[src/rtl/oamdma_pkg.sv]
package oamdma_pkg;

  typedef enum logic {
    MODEL_MONO  = 1'b0,
    MODEL_COLOR = 1'b1
  } model_e;

  // half-open address span [lo, hi)
  typedef struct packed {
    logic [15:0] lo;
    logic [15:0] hi;
  } span_t;

  localparam logic [15:0] VID_LO  = 16'h8000;
  localparam logic [15:0] EXT_LO  = 16'hA000;
  localparam logic [15:0] WORK_LO = 16'hC000;
  localparam logic [15:0] ECHO_HI = 16'hFE00;

  // lockout span selected by source region (addr[15:13]) and model
  function automatic span_t lock_span(model_e m, logic [2:0] region);
    span_t s;
    if (region == 3'd4) begin
      s.lo = VID_LO;
      s.hi = EXT_LO;
    end else if (m == MODEL_MONO) begin
      s.lo = EXT_LO;
      s.hi = ECHO_HI;
    end else if (region == 3'd6) begin
      s.lo = WORK_LO;
      s.hi = ECHO_HI;
    end else begin
      s.lo = EXT_LO;
      s.hi = WORK_LO;
    end
    return s;
  endfunction

endpackage

[src/rtl/oamdma_window.sv]
module oamdma_window
  import oamdma_pkg::*;
(
  input  logic        clk,
  input  logic        rst,
  input  logic        model_sel,
  input  logic        load,
  input  logic [2:0]  region,
  output logic [15:0] lock_lo,
  output logic [15:0] lock_hi
);

  model_e model_q;
  span_t  span_q;
  span_t  span_next;

  always_ff @(posedge clk) begin
    if (rst) model_q <= model_e'(model_sel);
  end

  always_comb span_next = lock_span(model_q, region);

  always_ff @(posedge clk) begin
    if (rst) begin
      span_q <= '0;
    end else if (load) begin
      span_q <= span_next;
    end
  end

  assign lock_lo = span_q.lo;
  assign lock_hi = span_q.hi;

endmodule

[src/rtl/oamdma_seq.sv]
module oamdma_seq #(
  parameter int           XFER_LEN    = 160,
  parameter int           FIRST_DELAY = 8,
  parameter int           SLOT_GAP    = 4,
  parameter logic [7:0]   PAGE_MAX    = 8'hF1,
  localparam int          CNT_W  = $clog2(XFER_LEN + 1),
  localparam int          IDX_W  = $clog2(XFER_LEN),
  localparam int          WMAX   = (FIRST_DELAY > SLOT_GAP) ? FIRST_DELAY : SLOT_GAP,
  localparam int          WAIT_W = $clog2(WMAX)
) (
  input  logic             clk,
  input  logic             rst,
  input  logic             cfg_wr,
  input  logic [7:0]       cfg_page,
  output logic             start,
  output logic             busy,
  output logic             xfer,
  output logic [15:0]      src_addr,
  output logic [IDX_W-1:0] dst_idx
);

  logic [CNT_W-1:0]  remain_q;
  logic [WAIT_W-1:0] wait_q;
  logic [15:0]       src_q;
  logic [IDX_W-1:0]  dst_q;

  assign start = cfg_wr && (cfg_page <= PAGE_MAX);
  assign busy  = (remain_q != '0);
  assign xfer  = busy && (wait_q == '0);

  always_ff @(posedge clk) begin
    if (rst) begin
      remain_q <= '0;
      wait_q   <= '0;
      src_q    <= '0;
      dst_q    <= '0;
    end else if (start) begin
      remain_q <= CNT_W'(XFER_LEN);
      wait_q   <= WAIT_W'(FIRST_DELAY - 1);
      src_q    <= {cfg_page, 8'h00};
      dst_q    <= '0;
    end else if (busy) begin
      if (wait_q != '0) begin
        wait_q <= wait_q - 1'b1;
      end else begin
        remain_q <= remain_q - 1'b1;
        wait_q   <= WAIT_W'(SLOT_GAP - 1);
        src_q    <= src_q + 16'd1;
        dst_q    <= dst_q + 1'b1;
      end
    end
  end

  assign src_addr = src_q;
  assign dst_idx  = dst_q;

endmodule

[src/rtl/oamdma_gate.sv]
module oamdma_gate #(
  parameter logic [15:0] SPR_BASE = 16'hFE00,
  parameter int          SPR_LEN  = 160,
  localparam logic [16:0] SPR_END = {1'b0, SPR_BASE} + 17'(SPR_LEN)
) (
  input  logic        busy,
  input  logic [15:0] lock_lo,
  input  logic [15:0] lock_hi,
  input  logic [15:0] cpu_addr,
  input  logic        cpu_rd,
  input  logic        cpu_wr,
  input  logic [7:0]  cpu_wdata,
  output logic [7:0]  cpu_rdata,
  output logic [15:0] bus_addr,
  output logic        bus_rd,
  output logic        bus_wr,
  output logic [7:0]  bus_wdata,
  input  logic [7:0]  bus_rdata,
  output logic        conflict
);

  logic in_spr;
  logic in_span;

  always_comb begin
    in_spr  = (cpu_addr >= SPR_BASE) && ({1'b0, cpu_addr} < SPR_END);
    in_span = (cpu_addr >= lock_lo) && (cpu_addr < lock_hi);
  end

  assign conflict  = busy && (in_spr || in_span);
  assign bus_addr  = cpu_addr;
  assign bus_wdata = cpu_wdata;
  assign bus_rd    = cpu_rd && !conflict;
  assign bus_wr    = cpu_wr && !conflict;
  assign cpu_rdata = conflict ? 8'hFF : bus_rdata;

endmodule

[src/rtl/oamdma_engine.sv]
module oamdma_engine #(
  parameter int          XFER_LEN    = 160,
  parameter int          FIRST_DELAY = 8,
  parameter int          SLOT_GAP    = 4,
  parameter logic [7:0]  PAGE_MAX    = 8'hF1,
  parameter logic [15:0] SPR_BASE    = 16'hFE00,
  localparam int         IDX_W       = $clog2(XFER_LEN)
) (
  input  logic             clk,
  input  logic             rst,
  input  logic             model_sel,
  input  logic             cfg_wr,
  input  logic [7:0]       cfg_page,
  output logic             busy,
  output logic             src_rd,
  output logic [15:0]      src_addr,
  input  logic [7:0]       src_rdata,
  output logic             oam_we,
  output logic [IDX_W-1:0] oam_waddr,
  output logic [7:0]       oam_wdata,
  input  logic [15:0]      cpu_addr,
  input  logic             cpu_rd,
  input  logic             cpu_wr,
  input  logic [7:0]       cpu_wdata,
  output logic [7:0]       cpu_rdata,
  output logic [15:0]      bus_addr,
  output logic             bus_rd,
  output logic             bus_wr,
  output logic [7:0]       bus_wdata,
  input  logic [7:0]       bus_rdata,
  output logic             conflict
);

  logic        start;
  logic        xfer;
  logic [15:0] lock_lo;
  logic [15:0] lock_hi;

  oamdma_seq #(
    .XFER_LEN(XFER_LEN), .FIRST_DELAY(FIRST_DELAY),
    .SLOT_GAP(SLOT_GAP), .PAGE_MAX(PAGE_MAX)
  ) u_seq (
    .clk(clk), .rst(rst), .cfg_wr(cfg_wr), .cfg_page(cfg_page),
    .start(start), .busy(busy), .xfer(xfer),
    .src_addr(src_addr), .dst_idx(oam_waddr)
  );

  oamdma_window u_win (
    .clk(clk), .rst(rst), .model_sel(model_sel), .load(start),
    .region(cfg_page[7:5]), .lock_lo(lock_lo), .lock_hi(lock_hi)
  );

  oamdma_gate #(.SPR_BASE(SPR_BASE), .SPR_LEN(XFER_LEN)) u_gate (
    .busy(busy), .lock_lo(lock_lo), .lock_hi(lock_hi),
    .cpu_addr(cpu_addr), .cpu_rd(cpu_rd), .cpu_wr(cpu_wr),
    .cpu_wdata(cpu_wdata), .cpu_rdata(cpu_rdata),
    .bus_addr(bus_addr), .bus_rd(bus_rd), .bus_wr(bus_wr),
    .bus_wdata(bus_wdata), .bus_rdata(bus_rdata), .conflict(conflict)
  );

  assign src_rd    = xfer;
  assign oam_we    = xfer;
  assign oam_wdata = src_rdata;

endmodule

[config.mk]
export PLATFORM = sky130hd
export DESIGN_NAME = oamdma_engine
export DESIGN_NICKNAME = d
export VERILOG_FILES = /design/src/rtl/oamdma_pkg.sv /design/src/rtl/oamdma_window.sv /design/src/rtl/oamdma_seq.sv /design/src/rtl/oamdma_gate.sv /design/src/rtl/oamdma_engine.sv
export SDC_FILE = /design/constraint.sdc
export NUM_CORES = 1
export LEC_CHECK = 0
export CAP_MARGIN = 20
export CORE_MARGIN = 5
export CORE_UTILIZATION = 38
export DETAILED_ROUTE_END_ITERATION = 10
export GPL_ROUTABILITY_DRIVEN = 0
export PLACE_DENSITY = 0.76
export SLEW_MARGIN = 15
export SYNTH_ARGS = -nofsm -noshare
export SYNTH_HDL_FRONTEND = slang
export SYNTH_SLANG_ARGS = --single-unit
export TNS_END_PERCENT = 5
[constraint.sdc]
create_clock -name clk -period 2.5 [get_ports clk]
set_input_delay 0.5 -clock clk [delete_from_list [all_inputs] [get_ports clk]]
set_output_delay 0.5 -clock clk [all_outputs]
set_load 0.005 [all_outputs]
# Word level (Yosys, flattened, before mapping)
# Index checks and enable logic that the tools add are counted.
[word_totals] wordCells=51 register_bits=68
[classes] n_bitwise=1 n_eq_ne=3 muxes=13 order_cmp=5 reduce_logical=16 add_sub_neg=4
[ops] operator="2-to-1 mux 32 bit" count=2
[ops] operator="2-to-1 mux 16 bit" count=3
[ops] operator="2-to-1 mux 8 bit" count=4
[ops] operator="2-to-1 mux 31 bit" count=1
[ops] operator="adder 16 x 1 -> 16 bit (second input constant)" count=1
[ops] operator="greater-or-equal comparator 16 bit" count=1
[ops] operator="greater-or-equal comparator 16 bit (second input constant)" count=1
[ops] operator="< comparator 16 bit" count=1
[ops] operator="< comparator 16 bit (second input constant)" count=1
[ops] operator="2-to-1 mux 3 bit" count=3
[ops] operator="adder 8 x 1 -> 8 bit (second input constant)" count=1
[ops] operator="less-or-equal comparator 8 bit (second input constant)" count=1
[ops] operator="nonzero test 8 bit" count=1
[ops] operator="subtractor 8 x 1 -> 8 bit (second input constant)" count=1
[ops] operator="logical AND 1 bit" count=7
[ops] operator="equality test 3 bit (second input constant)" count=2
[ops] operator="AND reduction 2 bit" count=2
[ops] operator="zero test 3 bit" count=1
[ops] operator="nonzero test 3 bit" count=1
[ops] operator="subtractor 3 x 1 -> 3 bit (second input constant)" count=1
[ops] operator="!= test 2 bit (second input constant)" count=1
[ops] operator="nonzero test 2 bit" count=1
[ops] operator="OR reduction 2 bit" count=1
[ops] operator="zero test 1 bit" count=1
[ops] operator="2 further kinds" count=2

# Depth between registers and ports, before layout
# Gate-level depths: netlist of the first run.
[logic_depth] word_depth=6 depth_mapped=10 ltp_nobuf=8

# Modules after synthesis
# Synthesis of the first run repeated with hierarchy kept, for this count alone.
[hier_totals] cells_unflattened=440 area_unflattened_um2=3547.2
[modules_own_cells] mod="oamdma_seq" n_inst=1 area_each_um2=1841.8 seq_area_each_um2=700.7 cells_per_inst=218
[modules_own_cells] mod="oamdma_gate" n_inst=1 area_each_um2=1152.4 seq_area_each_um2=0.0 cells_per_inst=160
[modules_own_cells] mod="oamdma_window" n_inst=1 area_each_um2=485.5 seq_area_each_um2=150.1 cells_per_inst=53
[modules_own_cells] mod="oamdma_engine" n_inst=1 area_each_um2=67.6 seq_area_each_um2=0.0 cells_per_inst=9

# Least setup slack after synthesis of the first run
# Ideal clock, no wire load.
[synth_path] path_kind="input-to-output" startpoint="input port cpu_addr[15]" endpoint="output port bus_rd" arrival_time_ns=1.914 setup_slack_ns=0.086 required_time_ns=2.000 cell_stages=7 path_cell_list="ha_1 and4b_1 nand4_1 a2111oi_0 o21ai_0 clkbuf_1 and3b_1"
[synth_between] elab_chain_cells=6 elab_cells_between_ends=10
[synth_rtl] item="from (decl)" line_no="oamdma_engine.sv:21" source="input logic [15:0] cpu_addr,"
[synth_rtl] item="greater-or-equal comparator 16 bit (tied with other cells)" line_no="oamdma_gate.sv:26" source="in_spr = (cpu_addr >= SPR_BASE) && ({1'b0, cpu_addr} < SPR_END);"
[synth_rtl] item="logical AND 1 bit, on equally long branches" line_no="oamdma_gate.sv:26, oamdma_gate.sv:27"
[synth_rtl] item="logical OR 1 bit *" line_no="oamdma_gate.sv:30" source="assign conflict = busy && (in_spr || in_span);"
[synth_rtl] item="logical AND 1 bit *" line_no="oamdma_gate.sv:30"
[synth_rtl] item="zero test 1 bit *" line_no="oamdma_gate.sv:33" source="assign bus_rd = cpu_rd && !conflict;"
[synth_rtl] item="logical AND 1 bit *" line_no="oamdma_gate.sv:33"
[synth_rtl] item="to (decl)" line_no="oamdma_engine.sv:27" source="output logic bus_rd,"
# Every way passes the cells marked *; elsewhere a longest branch is shown, timed or not.

# Worst setup path in the final report of the first run
[layout_path] startpoint="register u_win.span_q, in the netlist u_win.lock_lo[14]" endpoint="output port bus_wr"
[layout_between] elab_chain_cells=6
[layout_rtl] item="from (decl)" line_no="oamdma_window.sv:14" source="span_t span_q;"
[layout_rtl] item="from (signal assigned)" line_no="oamdma_window.sv:27" source="span_q <= span_next;"
[layout_rtl] item="greater-or-equal comparator 16 bit" line_no="oamdma_gate.sv:27" source="in_span = (cpu_addr >= lock_lo) && (cpu_addr < lock_hi);"
[layout_rtl] item="logical AND 1 bit" line_no="oamdma_gate.sv:27"
[layout_rtl] item="logical OR 1 bit" line_no="oamdma_gate.sv:30"
[layout_rtl] item="logical AND 1 bit" line_no="oamdma_gate.sv:30"
[layout_rtl] item="zero test 1 bit" line_no="oamdma_gate.sv:34" source="assign bus_wr = cpu_wr && !conflict;"
[layout_rtl] item="logical AND 1 bit" line_no="oamdma_gate.sv:34"
[layout_rtl] item="to (decl)" line_no="oamdma_engine.sv:28" source="output logic bus_wr,"
# Every way passes these cells.

==> impl_metrics.tcl, run 1 <==
set metrics [dict create \
    layout.nets 463 \
    io_buffers 91 \
    holdCritPathClass "register to register" \
    reg2regPathDepth 10 \
    outcome "finished, violations left" \
    min_path_cells 2 \
    wire_per_inst_um 13.8 \
    slowest_delay_ns 0.34 \
    synth_area_mm2 0.00257 \
    path_class "register to output pin" \
    cp.arrival_ns 2.22 \
    clk_latency_ns 0.29 \
    finalCriticalPeriod_ns 2.72 \
    root_buffer "clkbuf_8" \
    cp_max_fo 4 \
    min_to "u_win.lock_hi[13]" \
    synth.distinct_cells 43 \
    ys_seq_elements 42 \
    netlist_instances 309 \
    postLayoutSetupSlackWorst_ns -0.223 \
    cp_cell_sequence "inv_2 > ha_4 > and4b_1 > nand4_1 > a2111oi_2 > o21ai_1 > buf_4 > buf_6 > and3b_1 > buf_2" \
    ir_worst_vdd_uv 427 \
    pin_count 124 \
    violations "setup timing" \
    worst_slew_pin_slew_ns 0.472 \
    dieWidth_um 92.2 \
    finalSetupViolations 10 \
    drive_gt1_frac 0.217 \
    syn_to_final_growth_pct 43.7 \
    cpMaxStageDelayCell "dfxtp_2" \
    synthesis.nets 376 \
    clock_skew_ns 0.0116 \
    path_clk_slew_ns 0.08 \
    diodes 0 \
    rsz0062_at_grt "true" \
    numCtsBuffers 5 \
    maxCapViolCount 0 \
    grt_overflow 0 \
    viasPerCell 5.08 \
    rrSetupSlack_ns 0.21 \
    ys.flop_type "dfxtp_1" \
    initial_utilization 0.384 \
    rows 30 \
    synthArstFlopShare 0 \
    min_from "u_win.lock_hi[13]" \
    placed_area_mm2 0.00348 \
    antenna_left 0 \
    cts.sinks 42 \
    grt_use_total 0.152 \
    finalHoldViolCount 0 \
    worstPathRequired_ns 2.00 \
    r2r-start "u_seq.remain_q[1]" \
    timing.rr.end "u_seq.src_addr[15]" \
    pwr_density_cell_mw_per_mm2 507 \
    core_area_mm2 0.00668 \
    avgSynthCellArea_um2 8.31 \
    vias 2421 \
    die_y_um 92.2 \
    multi_input_area_mm2 0.00144 \
    timing.final.crit_share 1.09 \
    dr.first_iter.drc_count 60 \
    startpoint_type "register" \
    fillers 621 \
    cts_buffer_depth 2 \
    route.detailed.drc 0 \
    synth-seq-area-share 0.331 \
    cts_tree "yes" \
    end_kind "output pin" \
    die_area_mm2 0.00850 \
    grt_pass1_vias 2427 \
    synth-edff-count 1 \
    dp_hpwl_um 4830 \
    finalPower_mw 1.87 \
    dr.pass1.iters 5 \
    crit_family "buffers and inverters" \
    crit_path_start "u_win.lock_lo[14]" \
    grt_start_max_net_pins 30 \
    cp_num_buf_inv 4 \
    grt_antenna_before_repair 0 \
    regArea_um2 855 \
    yosysWarningCount 0 \
    design_area_mm2 0.00369 \
    grt_pass1_wl_um 10900 \
    leakagePower_nw 1.50 \
    max-slew-margin-rel 0.683 \
    max_freq_mhz 367 \
    finalWirelength_um 6590 \
    htreeDepth 2 \
    maxSlewViolCount 0 \
]
## sequential cells by signal, summed over array words and instances, names as in the netlist
signal and count:
u_seq.dst_idx 8, u_seq.remain_q 8, u_seq.src_addr 16, u_seq.wait_q 3
u_win.lock_hi 3, u_win.lock_lo 3, u_win.model_q 1
## repair_timing
action	CTS	global route
endpoints found under the hold margin	0	0
setup endpoints to repair	14	16
pin swaps	8	4
buffers inserted	6	0
gates cloned	1	0
hold buffers	0	0
resized for setup	91	23
## per-stage QoR
stage | hold WS, ns | setup TNS, ns | std cells | utilization | worst slack [ns]
4_1_cts | 0.508 | -2.31 | 477 | 0.543 | -0.293
3_5_place_dp | 0.493 | -9.55 | 462 | 0.521 | -0.901
5_1_grt | 0.542 | -2.77 | 477 | 0.552 | -0.373
2_1_floorplan | 0.435 | 0 | 309 | - | 0.0859
6_report | 0.508 | -1.08 | 477 | 0.552 | -0.223
3_3_place_gp | 0.474 | -8.71 | 462 | 0.521 | -0.827
## final cells by class
class,instances,area share
multi-input cells,203,0.391
flip-flops and latches,42,0.232
repair buffers,126,0.302
well taps,80,0.0271
clock buffers,6,0.0197
clock inverters,2,0.0102
inverters,18,0.0183
## cells by family after synthesis
kind of cell | share of synthesized area
AOI/OAI and AO/OA | 0.106
and+or+nand+nor | 0.250
DFF | 0.331
muxes | 0.00390
adders and majority gates | 0.0633
buffers and inverters | 0.146
xor gates and xnor gates | 0.0989
## cells in the mapped netlist, types with 2 or more instances
library cell	n	area share
a211oi_1	9	0.026
a21oi_1	10	0.019
a221oi_1	3	0.010
a31oi_1	2	0.0049
and2_1	4	0.0097
and3_1	4	0.0097
and3b_1	2	0.0068
and4_1	3	0.010
buf_4	34	0.099
clkbuf_1	11	0.016
dfxtp_1	41	0.32
ha_1	13	0.063
inv_1	17	0.025
nand2_1	18	0.026
nand2b_1	4	0.0097
nand3_1	8	0.016
nand4_1	15	0.037
nor2_1	44	0.064
nor2b_1	3	0.0073
nor3_1	4	0.0078
nor3b_1	2	0.0058
nor4_1	4	0.0097
nor4b_1	3	0.010
o21ai_0	5	0.0097
xnor2_1	9	0.031
xor2_1	20	0.068
## tightest hold or removal path: cells and delay by family, from the launching register on
kind             cells  cell delay [ns]
AO/OA/AOI/OAI        1             0.05
AND/OR/NAND/NOR      1             0.10
flip-flops           1             0.32
## metal layers
layer,vias up,part of all wire,GRT usage
met5,-,0,0
met4,0,0.0096,0.0408
met3,10,0.072,0.0451
met2,85,0.50,0.259
met1,1118,0.42,0.187
li1,1208,-,-
## power breakdown
part	switching, mW	internal (mW)	leakage [nW]
clock	0.227	0.298	0.0514
combinational	0.267	0.323	1.10
sequential	0.0411	0.715	0.347
## worst max-delay path by stage
stage                     endpoint  cells past startpoint
after global placement      bus_rd                     10
after global routing        bus_wr                     10
final                       bus_wr                     10
after floorplan             bus_rd                      7
after CTS                   bus_wr                     10
after detailed placement    bus_wr                     10
## cells in the final DEF, fill, tap and decap left out, types with 6 or more instances in the layout
master           Yosys  layout
dfxtp_1             41      38
ha_1                13      10
a21oi_1             10      10
clkdlybuf4s50_1      0      61
buf_2                0      12
nor2_1              44      44
inv_1               17      12
a211oi_1             9       9
buf_4               34      29
nand2_1             18      12
dlygate4sd2_1        0      12
xnor2_1              9       9
xor2_1              20      20
nand3_1              8       8
nand4_1             15      15
buf_6                1       8
inv_2                1       6
(Power assumes the default switching activity.)
==> run 2: changes to the inputs <==
ABC_CLOCK_PERIOD_IN_PS = 2500   (was default)
==> results of run 2 <==
Same layout as run 1: the final DEF is identical, and so are final timing and power.
